$ cat config.mk
export PLATFORM = sky130hd
export DESIGN_NAME = pci_boot_alloc
export DESIGN_NICKNAME = d
export VERILOG_FILES = /design/src/rtl/pba_pkg.sv /design/src/rtl/pba_io_packer.sv /design/src/rtl/pba_irq_picker.sv /design/src/rtl/pci_boot_alloc.sv
export SDC_FILE = /design/constraint.sdc
export NUM_CORES = 1
export LEC_CHECK = 0
export BUFFER_PORTS_ARGS = -buffer_cell sky130_fd_sc_hd__buf_2
export CAP_MARGIN = 20
export CORE_MARGIN = 2
export CORE_UTILIZATION = 60
export DETAILED_ROUTE_END_ITERATION = 10
export PLACE_DENSITY = 0.86
export SYNTH_ARGS = -nofsm -noshare
export SYNTH_HDL_FRONTEND = slang
export SYNTH_HIERARCHICAL = 1
export SYNTH_SLANG_ARGS = --single-unit
$ cat constraint.sdc
create_clock -name clk -period 9.3 [get_ports clk]
set_clock_uncertainty 0.15 [all_clocks]
set_input_delay 0.93 -clock clk [delete_from_list [all_inputs] [get_ports clk]]
set_output_delay 0.93 -clock clk [all_outputs]
set_load 0.005 [all_outputs]
$ cat src/rtl/pba_pkg.sv
package pba_pkg;

  typedef enum logic [2:0] {
    ST_IDLE,
    ST_CMD,
    ST_BAR,
    ST_IRQ,
    ST_END
  } pba_state_e;

  localparam logic [1:0] WK_CMD = 2'd0;
  localparam logic [1:0] WK_BAR = 2'd1;
  localparam logic [1:0] WK_IRQ = 2'd2;

  // First allowed line strictly after prev, wrapping modulo 16; prev itself last.
  function automatic logic [3:0] pba_next_line(input logic [3:0] prev,
                                               input logic [15:0] allowed);
    logic [3:0] cand;
    pba_next_line = prev;
    for (int k = 16; k >= 1; k--) begin
      cand = prev + 4'(k);
      if (allowed[cand]) pba_next_line = cand;
    end
  endfunction

endpackage

$ cat src/rtl/pba_io_packer.sv
module pba_io_packer #(
  parameter int ADDR_W = 32,
  parameter longint unsigned IO_START = 64'h1000,
  parameter longint unsigned IO_CEIL  = 64'h10000
) (
  input  logic              clk,
  input  logic              rst,
  input  logic              try_en,
  input  logic [ADDR_W-1:0] size,
  output logic [ADDR_W-1:0] base,
  output logic              fits
);

  localparam logic [ADDR_W:0]   CEIL_X  = (ADDR_W+1)'(IO_CEIL);
  localparam logic [ADDR_W-1:0] START_X = ADDR_W'(IO_START);

  logic [ADDR_W-1:0] ptr_q;
  logic [ADDR_W:0]   sum;

  assign sum  = {1'b0, ptr_q} + {1'b0, size};
  assign fits = (sum < CEIL_X);
  assign base = ptr_q;

  always_ff @(posedge clk) begin
    if (rst) begin
      ptr_q <= START_X;
    end else if (try_en && fits) begin
      ptr_q <= sum[ADDR_W-1:0];
    end
  end

  AST_PTR_BELOW_CEIL: assert property (@(posedge clk) disable iff (rst)
    ({1'b0, ptr_q} < CEIL_X));

  AST_PTR_NO_DECREASE: assert property (@(posedge clk) disable iff (rst)
    !rst |=> (ptr_q >= $past(ptr_q)));

  AST_PTR_HOLD_ON_MISS: assert property (@(posedge clk) disable iff (rst)
    (try_en && !fits) |=> $stable(ptr_q));

endmodule

$ cat src/rtl/pba_irq_picker.sv
module pba_irq_picker
  import pba_pkg::*;
#(
  parameter logic [15:0] ALLOWED     = 16'h0EA0,
  parameter int          APIC_BASE   = 16,
  parameter int          APIC_SPREAD = 4
) (
  input  logic        clk,
  input  logic        rst,
  input  logic        take,
  input  logic        adv_mode,
  input  logic [4:0]  devnum,
  output logic [7:0]  line,
  output logic [15:0] used,
  output logic [15:0] used_next
);

  logic [3:0]  prev_q;
  logic [15:0] used_q;
  logic [3:0]  leg_line;
  logic [7:0]  adv_line;

  assign leg_line = pba_next_line(prev_q, ALLOWED);

  generate
    if ((APIC_SPREAD & (APIC_SPREAD - 1)) == 0) begin : g_pow2
      assign adv_line = 8'(APIC_BASE) + 8'(devnum & 5'(APIC_SPREAD - 1));
    end else begin : g_mod
      assign adv_line = 8'(APIC_BASE + (int'(devnum) % APIC_SPREAD));
    end
  endgenerate

  assign line      = adv_mode ? adv_line : {4'd0, leg_line};
  assign used      = used_q;
  assign used_next = used_q | ((take && !adv_mode) ? (16'd1 << leg_line) : 16'd0);

  always_ff @(posedge clk) begin
    if (rst) begin
      prev_q <= 4'd0;
      used_q <= 16'd0;
    end else if (take && !adv_mode) begin
      prev_q <= leg_line;
      used_q <= used_next;
    end
  end

  AST_USED_IN_ALLOWED: assert property (@(posedge clk) disable iff (rst)
    ((used_q & ~ALLOWED) == 16'd0));

  AST_LEGACY_LINE_ALLOWED: assert property (@(posedge clk) disable iff (rst)
    (take && !adv_mode) |-> ALLOWED[leg_line]);

  AST_ADV_LINE_RANGE: assert property (@(posedge clk) disable iff (rst)
    (take && adv_mode) |-> (line >= 8'(APIC_BASE)));

endmodule

$ cat src/rtl/pci_boot_alloc.sv
module pci_boot_alloc
  import pba_pkg::*;
#(
  parameter int              NUM_DEV     = 8,
  parameter int              NUM_BAR     = 6,
  parameter int              ADDR_W      = 32,
  parameter longint unsigned IO_START    = 64'h1000,
  parameter longint unsigned IO_CEIL     = 64'h10000,
  parameter logic [15:0]     IRQ_ALLOWED = 16'h0EA0,
  parameter int              APIC_BASE   = 16,
  parameter int              APIC_SPREAD = 4,
  localparam int DEV_W  = (NUM_DEV > 1) ? $clog2(NUM_DEV) : 1,
  localparam int BAR_W  = (NUM_BAR > 1) ? $clog2(NUM_BAR) : 1,
  localparam int FLAGS  = NUM_DEV * NUM_BAR
) (
  input  logic              clk,
  input  logic              rst,
  input  logic              adv_irq_mode,
  output logic [DEV_W-1:0]  tbl_dev,
  output logic [BAR_W-1:0]  tbl_bar,
  input  logic              tbl_present,
  input  logic [15:0]       tbl_cmd,
  input  logic [4:0]        tbl_devnum,
  input  logic [7:0]        tbl_irq,
  input  logic [ADDR_W-1:0] tbl_bar_size,
  input  logic [ADDR_W-1:0] tbl_bar_addr,
  input  logic              tbl_bar_io,
  output logic              wr_en,
  output logic [1:0]        wr_kind,
  output logic [DEV_W-1:0]  wr_dev,
  output logic [BAR_W-1:0]  wr_bar,
  output logic [ADDR_W-1:0] wr_data,
  output logic [FLAGS-1:0]  err_io_full,
  output logic [FLAGS-1:0]  err_mem_bar,
  output logic [15:0]       lvl_mask,
  output logic              done
);

  localparam int FLAG_W = (FLAGS > 1) ? $clog2(FLAGS) : 1;
  localparam logic [DEV_W-1:0] LAST_DEV = DEV_W'(NUM_DEV - 1);
  localparam logic [BAR_W-1:0] LAST_BAR = BAR_W'(NUM_BAR - 1);

  pba_state_e        state_q;
  logic [DEV_W-1:0]  dev_q;
  logic [BAR_W-1:0]  bar_q;
  logic [FLAGS-1:0]  err_io_q, err_mem_q;
  logic [FLAG_W-1:0] flag_idx;
  logic              bar_open, io_try, irq_take, last_dev;
  logic [ADDR_W-1:0] io_base;
  logic              io_fits;
  logic [7:0]        irq_line;
  logic [15:0]       used_mask, used_next;

  assign tbl_dev     = dev_q;
  assign tbl_bar     = bar_q;
  assign err_io_full = err_io_q;
  assign err_mem_bar = err_mem_q;

  assign last_dev = (dev_q == LAST_DEV);
  assign flag_idx = FLAG_W'(int'(dev_q) * NUM_BAR + int'(bar_q));
  assign bar_open = (tbl_bar_size != '0) && (tbl_bar_addr == '0);
  assign io_try   = (state_q == ST_BAR) && bar_open && tbl_bar_io;
  assign irq_take = (state_q == ST_IRQ) && (tbl_irq == 8'h00);

  pba_io_packer #(
    .ADDR_W   (ADDR_W),
    .IO_START (IO_START),
    .IO_CEIL  (IO_CEIL)
  ) u_packer (
    .clk    (clk),
    .rst    (rst),
    .try_en (io_try),
    .size   (tbl_bar_size),
    .base   (io_base),
    .fits   (io_fits)
  );

  pba_irq_picker #(
    .ALLOWED     (IRQ_ALLOWED),
    .APIC_BASE   (APIC_BASE),
    .APIC_SPREAD (APIC_SPREAD)
  ) u_picker (
    .clk       (clk),
    .rst       (rst),
    .take      (irq_take),
    .adv_mode  (adv_irq_mode),
    .devnum    (tbl_devnum),
    .line      (irq_line),
    .used      (used_mask),
    .used_next (used_next)
  );

  always_ff @(posedge clk) begin
    if (rst) begin
      state_q   <= ST_IDLE;
      dev_q     <= '0;
      bar_q     <= '0;
      wr_en     <= 1'b0;
      wr_kind   <= WK_CMD;
      wr_dev    <= '0;
      wr_bar    <= '0;
      wr_data   <= '0;
      err_io_q  <= '0;
      err_mem_q <= '0;
      lvl_mask  <= 16'd0;
      done      <= 1'b0;
    end else begin
      wr_en <= 1'b0;
      done  <= 1'b0;
      unique case (state_q)
        ST_IDLE: begin
          dev_q   <= '0;
          state_q <= ST_CMD;
        end
        ST_CMD: begin
          if (tbl_present) begin
            wr_en   <= 1'b1;
            wr_kind <= WK_CMD;
            wr_dev  <= dev_q;
            wr_bar  <= '0;
            wr_data <= ADDR_W'(tbl_cmd | 16'h0003);
            bar_q   <= '0;
            state_q <= ST_BAR;
          end else if (last_dev) begin
            done     <= 1'b1;
            lvl_mask <= adv_irq_mode ? 16'd0 : used_mask;
            state_q  <= ST_END;
          end else begin
            dev_q <= dev_q + 1'b1;
          end
        end
        ST_BAR: begin
          if (bar_open) begin
            if (!tbl_bar_io) begin
              err_mem_q[flag_idx] <= 1'b1;
            end else if (io_fits) begin
              wr_en   <= 1'b1;
              wr_kind <= WK_BAR;
              wr_dev  <= dev_q;
              wr_bar  <= bar_q;
              wr_data <= io_base;
            end else begin
              err_io_q[flag_idx] <= 1'b1;
            end
          end
          if (bar_q == LAST_BAR) state_q <= ST_IRQ;
          else                   bar_q   <= bar_q + 1'b1;
        end
        ST_IRQ: begin
          if (irq_take) begin
            wr_en   <= 1'b1;
            wr_kind <= WK_IRQ;
            wr_dev  <= dev_q;
            wr_bar  <= '0;
            wr_data <= ADDR_W'(irq_line);
          end
          if (last_dev) begin
            done     <= 1'b1;
            lvl_mask <= adv_irq_mode ? 16'd0 : used_next;
            state_q  <= ST_END;
          end else begin
            dev_q   <= dev_q + 1'b1;
            state_q <= ST_CMD;
          end
        end
        default: state_q <= ST_END;
      endcase
    end
  end

  AST_DONE_ONE_CYCLE: assert property (@(posedge clk) disable iff (rst)
    done |=> !done);

  AST_QUIET_AFTER_END: assert property (@(posedge clk) disable iff (rst)
    (state_q == ST_END) |=> !wr_en);

  AST_FLAGS_EXCLUSIVE: assert property (@(posedge clk) disable iff (rst)
    ((err_io_q & err_mem_q) == '0));

  AST_BAR_WRITE_IN_RANGE: assert property (@(posedge clk) disable iff (rst)
    (wr_en && wr_kind == WK_BAR) |-> (wr_data >= ADDR_W'(IO_START)));

endmodule

After elaboration in Yosys (flattened, before gate mapping)

Memory sizes are Yosys's and may differ from the RTL's.
Index checks and enable logic that the tools add are counted.

Bits in latches: 0
RAM bits: 0
Memories: 15
Register bits after elaboration: 215
Output and inout bits: 160
Logic and storage cells: 197
Memory bits (read-only): 240

Memories:

| memory           | words | width | read ports | clocked after memory_dff | wr ports | RTL line      | source |
|---|---|---|---|---|---|---|---|
| (name not given) | 16    | 1     | 1          | 0                        | 0        | pba_pkg.sv:22 | `if (allowed[cand]) pba_next_line = cand;` |
| (name not given) | 16    | 1     | 1          | 0                        | 0        | pba_pkg.sv:22 |  |
| (name not given) | 16    | 1     | 1          | 0                        | 0        | pba_pkg.sv:22 |  |
| (name not given) | 16    | 1     | 1          | 0                        | 0        | pba_pkg.sv:22 |  |
| (name not given) | 16    | 1     | 1          | 0                        | 0        | pba_pkg.sv:22 |  |
| (name not given) | 16    | 1     | 1          | 0                        | 0        | pba_pkg.sv:22 |  |
| 9 more memories  | --    | --    | --         | --                       | --       | --            |  |

Add/subtract/negate cells: 20
$lt $le $gt $ge: 18
Divide/modulo/power cells: 0
Reductions and logical operators: 23
Mux-type cells: 83
Eq/ne operators: 16
Bitwise gates (word level): 5
Shift-type cells: 1
$mul: 1

Operator list:

| kind                 | number |
|---|---|
| $mux 32              | 5 |
| $mux 16              | 6 |
| $or 48x48->48        | 2 |
| $pmux 32 s3          | 1 |
| $lt 4x5->1 const B   | 15 |
| $mux 4               | 15 |
| $mux 3               | 17 |
| $add 32x32->33       | 1 |
| $lt 33x17->1 const B | 1 |
| $add 4x4->4 const B  | 8 |
| $logic_not 32->1     | 1 |
| $pmux 16 s2          | 1 |
| $reduce_bool 32->1   | 1 |
| $pmux 3 s3           | 3 |
| $mux 1               | 23 |
| $add 4x3->4 const B  | 4 |
| $or 16x16->16        | 1 |
| $shl 1x4->16 const A | 1 |
| $ne 2x2->1 const B   | 7 |
| $pmux 3 s4           | 1 |
| $mux 2               | 5 |
| $add 4x2->4 const B  | 2 |
| $logic_not 8->1      | 1 |
| $mux 8               | 1 |
| other kinds (27)     | 44 |

Logic depth before layout (Yosys ltp)

Word-level depth: 24
Mapped depth: 20
Gate-level depth less buffers: 16

Cells and area by module

Netlist, hierarchy kept.

By module, submodules not included:

| module         | seq. area each (um^2) | instances | area an instance (um^2) | cells each |
|---|---|---|---|---|
| pci_boot_alloc | 3,263.1               | 1         | 6,796.5                 | 783 |
| pba_io_packer  | 640.6                 | 1         | 3,103.0                 | 399 |
| pba_irq_picker | 400.4                 | 1         | 2,457.4                 | 326 |

Worst setup path before layout

Ideal clock, no wire load.

Kind: input to register
Start: input port tbl_bar_size[0]
End: register wr_bar[2]
Path buffers: 2
Setup slack: 4,333 ps
Cell stages on the path: 18
Data arrival time: 4,745 ps
Library setup time: 72 ps
Required time: 9,078 ps
Cells stage by stage: ha_1 -> fa_1 -> a211oi_1 -> o21ai_1 -> a22oi_1 -> nand2b_1 -> a21oi_1 -> xnor2_1 -> or4b_1 -> nor2_1 -> nor4b_1 -> nand2b_1 -> a21oi_1 -> and2_1 -> and2_1 -> clkbuf_2 -> buf_6 -> mux2i_1

Word-level cells in the longest chain between the ends: 4

RTL lines:

| what                              | RTL line              | source |
|---|---|---|
| start, declared                   | pci_boot_alloc.sv:25  | `input logic [ADDR_W-1:0] tbl_bar_size,` |
| $add 32x32->33                    | pba_io_packer.sv:20   | `assign sum = {1'b0, ptr_q} + {1'b0, size};` |
| $lt 33x17->1                      | pba_io_packer.sv:21   | `assign fits = (sum < CEIL_X);` |
| net io_fits                       | pci_boot_alloc.sv:50  | `logic io_fits;` |
| $ne 2x1->1 (no source line)       | --                    |  |
| $reduce_and 6->1 (no source line) | --                    |  |
| end signal, assigned              | pci_boot_alloc.sv:140 | `wr_bar <= bar_q;` |
| end, declared                     | pci_boot_alloc.sv:31  | `output logic [BAR_W-1:0] wr_bar,` |

The timed path passes the listed nets, and every way through them passes these cells.
A chain may end at the register's enable or synchronous reset.

Worst setup path after layout

Start: input port tbl_bar_size[0]
End: register wr_data[29]

Word-level cells in the longest chain between the ends: 4

RTL lines:

| what                              | RTL line              | source |
|---|---|---|
| $add 32x32->33                    | pba_io_packer.sv:20   |  |
| $lt 33x17->1                      | pba_io_packer.sv:21   |  |
| net io_fits                       | pci_boot_alloc.sv:50  |  |
| $ne 2x1->1 (no source line)       | --                    |  |
| $reduce_and 6->1 (no source line) | --                    |  |
| end signal, assigned              | pci_boot_alloc.sv:121 | `wr_data <= ADDR_W'(tbl_cmd \| 16'h0003);` |
| end signal, assigned              | pci_boot_alloc.sv:141 | `wr_data <= io_base;` |
| end signal, assigned              | pci_boot_alloc.sv:155 | `wr_data <= ADDR_W'(irq_line);` |
| end, declared                     | pci_boot_alloc.sv:32  | `output logic [ADDR_W-1:0] wr_data,` |

The timed path passes the listed nets, and every way through them passes these cells.

==> flow_results.org <==
** Outcome
- Status :: finished clean

** Global routing
- Pin count of the biggest net entering global routing :: 124
- The first global-routing pass estimated 55.9 mm of wire.
- GRT Resource Usage Total :: 0.310
- Number of antenna violations at the first check in global routing :: 0
- Via count of the first global-routing pass :: 11300
- Global routing finished with a remaining overflow of 0.

** Routing
- Vias per std cell :: 6.10
- Once detail routing completed, the nets flagged for antenna violations numbered 0.
- Drt wl/cell :: 17.8 um
- Number of remaining DRC errors :: 0
- Iter 0 DRT Violations :: 1042
- The final layout contains routed wiring with a total length of 35.5 mm.
- DR vias :: 12200
- The first TritonRoute pass finished after 6 iterations.

** Final layout
- The finished layout holds 1993 standard cells, fillers aside.
- Final nets :: 1861
- In the final layout, the share of cells above drive strength 1 is 0.200.
- Synthesis-to-layout area growth :: 16.0%
- Final antenna diode count :: 0
- Once layout is done, the placed cells without fillers occupy 14300 um2.

** Yosys
- Of all cell types, the one taking the most synthesized area is sky130_fd_sc_hd__dfxtp_1.
- The share of synthesized area in the top cell type comes to 0.348.
- Cell Area, Synth :: 12400 um2
- Number of enable flip-flop cells after synthesis :: 0
- Cells after synthesis :: 1508
- Synthesis inferred 215 register bits.
- The netlist uses 99 different library cells.
- Total of warnings raised by yosys :: 6
- In the synthesized netlist the dominant register cell turns out to be sky130_fd_sc_hd__dfxtp_1.
- Count leader, synth :: sky130_fd_sc_hd__dfxtp_1
- In the synthesized netlist, the cells that appear most often are 215 x sky130_fd_sc_hd__dfxtp_1, 184 x sky130_fd_sc_hd__nand2_1, 122 x sky130_fd_sc_hd__inv_1.
- Top cells by area, synth :: sky130_fd_sc_hd__dfxtp_1 35%, sky130_fd_sc_hd__nand2_1 5.6%, sky130_fd_sc_hd__ha_1 5.4%, sky130_fd_sc_hd__o22ai_1 4.5%, sky130_fd_sc_hd__mux2i_1 3.8%
- For this run, asynchronously set or reset flops after synthesis account for 0.
- Averaged over all synthesized cells, the footprint is 8.19 um2.
- For this run, the register share of the synthesized area comes to 0.348.

** Power
- Power consumption :: 1.97 mW
- Internal power :: 1.49 mW
- In this run the power density over the cells is 137 nW/um2.
- Peak supply drop :: 0.000130 V
- Summed over all cells, the static leakage comes to 5.95 nW.
- Part of the total power dissipated in sequential elements :: 0.472
- Combinational power share :: 0.075
- Of the total power, the share spent switching nets is 0.244.
- Net load switching power :: 480 uW
- Of the total power, the clock network draws 0.453.

** Clock tree
- TritonCTS created 23 clock buffers.
- CTS built an H-tree with a depth of 1.
- For this design, the sink count on the clock tree is 215.
- Hold repair after CTS inserted 0 buffers.
- The root buffer cell chosen for the clock tree is sky130_fd_sc_hd__clkbuf_16.
- After clock tree synthesis, the clock-pin slew on the worst setup and hold paths is 0.06 ns.
- Gates resized during post-CTS repair numbered 0.
- Post-CTS setup-driven buffer insertion count :: 0
- Clock latency on the worst-skew pair, taken at its later pin, is 0.52 ns.
- TritonCTS built the clock tree.
- The clock passes through at most 3 buffers.

** Place
- At the end of routability-driven placement, the weighted congestion stood at 0.939.
- In this run the cell area measured after placement is 13600 um2.
- Post-detailed-placement half-perimeter wirelength :: 25.3 mm
- Buffers placed on the I/O ports in this run total 252.
- Counting tap cells, the placed design contains a total of 1951 instances.

** Timing
- The number of max-slew violations in the final report came to 0.
- Setup violations remaining at the end of the flow were counted as 0.
- Peak clock frequency supported by timing :: 0.177 GHz
- Final worst path period need :: 5.65 ns
- In the finished design, the share of the clock period the worst path needs comes to 0.608.
- Worst Max-Slew Pin Slew :: 1.08 ns
- The number of failing hold endpoints at the final stage is 0.
- After routing, the total negative slack on setup checks comes to 0 ns.
- Worst slew slack as a fraction of its limit :: 0.277
- Setup repair after global routing left no endpoint under its margin.

** Floorplan
- The die covers 21800 um2.
- Row cnt :: 52
- Die Span Y :: 148 um
- The region available for standard cell placement spans 20200 um2.
- For this design the top-level I/O count stands at 258.
- In this run the horizontal extent of the chip is 148 um.
- Initial Util :: 0.611

** Hold path
- Hold Crit Start :: wr_data[24]
- The worst hold path belongs to the class flop to flop.

** Worst setup path
- Required time of the critical path :: 9.59 ns
- Critical path peak fanout :: 20
- Start point of the critical path :: tbl_bar_size[0]
- The worst register-to-register path begins at u_packer/base[0].
- STA classifies the critical path startpoint as an input port.
- Setup Crit Path Kind :: input port to flop
- Kind of capture point of the worst setup path :: flop
- STA puts the critical path data arrival time at 5.94 ns.

** Flow run
- Max_cap viols :: 0
sequential cells by signal (all words and copies together) (netlist names):
| register | flops |
|---|---|
| err_io_full | 48 |
| err_mem_bar | 48 |
| u_packer/base | 32 |
| wr_data | 32 |
| lvl_mask | 16 |
| u_picker/used | 16 |
| u_picker/prev_q | 4 |
| state_q | 3 |
| tbl_bar | 3 |
| tbl_dev | 3 |
| wr_bar | 3 |
| wr_dev | 3 |
| wr_kind | 2 |
| done | 1 |
| wr_en | 1 |
power by group through the flow:
stage / Combinational (mW) / Clock (mW) / Sequential (mW)
2_1_floorplan: 0.0948 / 0 / 0.948
3_3_place_gp: 0.141 / 0 / 0.949
3_5_place_dp: 0.144 / 0 / 0.949
4_1_cts: 0.145 / 0.901 / 0.929
5_1_grt: 0.161 / 0.939 / 0.929
6_report: 0.148 / 0.891 / 0.929
critical path: stages:
cell	delay (ns)
sky130_fd_sc_hd__buf_2	0.12
sky130_fd_sc_hd__ha_1	0.24
sky130_fd_sc_hd__fa_1	0.43
sky130_fd_sc_hd__a211oi_1	0.40
sky130_fd_sc_hd__o21ai_1	0.25
sky130_fd_sc_hd__a22oi_1	0.28
sky130_fd_sc_hd__nand2b_1	0.14
sky130_fd_sc_hd__a21oi_1	0.18
sky130_fd_sc_hd__xnor2_1	0.08
sky130_fd_sc_hd__or4b_1	0.63
sky130_fd_sc_hd__nor2_1	0.14
sky130_fd_sc_hd__nor4b_1	0.67
sky130_fd_sc_hd__nand2b_1	0.11
sky130_fd_sc_hd__a21oi_1	0.21
sky130_fd_sc_hd__and2_1	0.28
sky130_fd_sc_hd__and2_1	0.18
sky130_fd_sc_hd__buf_4	0.34
sky130_fd_sc_hd__mux2i_1	0.29
cells in the final DEF, fill, tap and decap left out, types with 15 or more instances in the layout:
| cell | netlist | routed |
|---|---|---|
| sky130_fd_sc_hd__a22o_1 | 17 | 17 |
| sky130_fd_sc_hd__nand2b_1 | 25 | 25 |
| sky130_fd_sc_hd__dfxtp_1 | 215 | 215 |
| sky130_fd_sc_hd__nand3_1 | 22 | 22 |
| sky130_fd_sc_hd__inv_1 | 122 | 122 |
| sky130_fd_sc_hd__nand2_1 | 184 | 184 |
| sky130_fd_sc_hd__a22oi_1 | 22 | 22 |
| sky130_fd_sc_hd__xnor2_1 | 17 | 17 |
| sky130_fd_sc_hd__ha_1 | 53 | 53 |
| sky130_fd_sc_hd__a31oi_1 | 15 | 15 |
| sky130_fd_sc_hd__nor2_1 | 113 | 113 |
| sky130_fd_sc_hd__o21ai_0 | 36 | 36 |
| sky130_fd_sc_hd__a211oi_1 | 19 | 19 |
| sky130_fd_sc_hd__o22ai_1 | 88 | 88 |
| sky130_fd_sc_hd__a21oi_1 | 74 | 74 |
| sky130_fd_sc_hd__nor4_1 | 23 | 23 |
| sky130_fd_sc_hd__nor2b_1 | 30 | 30 |
| sky130_fd_sc_hd__nor3b_1 | 31 | 31 |
| sky130_fd_sc_hd__nor3_1 | 24 | 23 |
| sky130_fd_sc_hd__clkbuf_16 | 0 | 23 |
| sky130_fd_sc_hd__mux2i_1 | 47 | 47 |
| sky130_fd_sc_hd__buf_2 | 22 | 251 |
| sky130_fd_sc_hd__o21a_1 | 18 | 18 |
| sky130_fd_sc_hd__nand4_1 | 15 | 15 |
worst paths after layout:
| path | slack (ns) | endpoint | depth (start not counted) |
|---|---|---|---|
| worst max-delay path | 3.65 | wr_data[29] | 18 |
| worst min-delay path | 0.31 | wr_data[24] | 2 |
| worst max register to register | 3.88 | wr_data[29] | 17 |
| worst min register to register | 0.31 | wr_data[24] | 2 |
cells by family (layout without fill, tap and decap cells):
kind of cell,count (synthesis),after routing,share of synthesized area
compound gates,403,403,0.228
mux,61,61,0.0508
xor+xnor,30,30,0.0228
simple gates,528,528,0.218
buf+inv,214,427,0.0737
fa+ha+maj,56,56,0.0585
flops,215,215,0.348
other cells,1,3,0.000303
per-stage QoR:
step	util	hold slack (ns)	worst slack, ns
after floorplan	-	0.296	4.33
after global placement	0.672	0.289	3.36
after detailed placement	0.672	0.296	3.27
after CTS	0.708	0.307	3.76
after global routing	0.708	0.322	3.39
final	0.708	0.306	3.65
layout make-up:
type | count | area [um2]
Clock buffer | 32 | 639
Clock inverter | 9 | 90.1
Fill cell | 1576 | 5900
Inverter | 124 | 465
Multi-Input combinational cell | 1081 | 7150
Sequential cell | 215 | 4300
Tap cell | 270 | 338
Timing Repair Buffer | 262 | 1340
metal layers:
metal	up-vias	track usage	part of all wire
li1	5810	-	-
met2	547	0.527	0.48
met5	-	0	0
met3	94	0.0401	0.070
met4	0	0.124	0.039
met1	5708	0.399	0.41
Note: power is estimated with default switching activity, not from simulation.
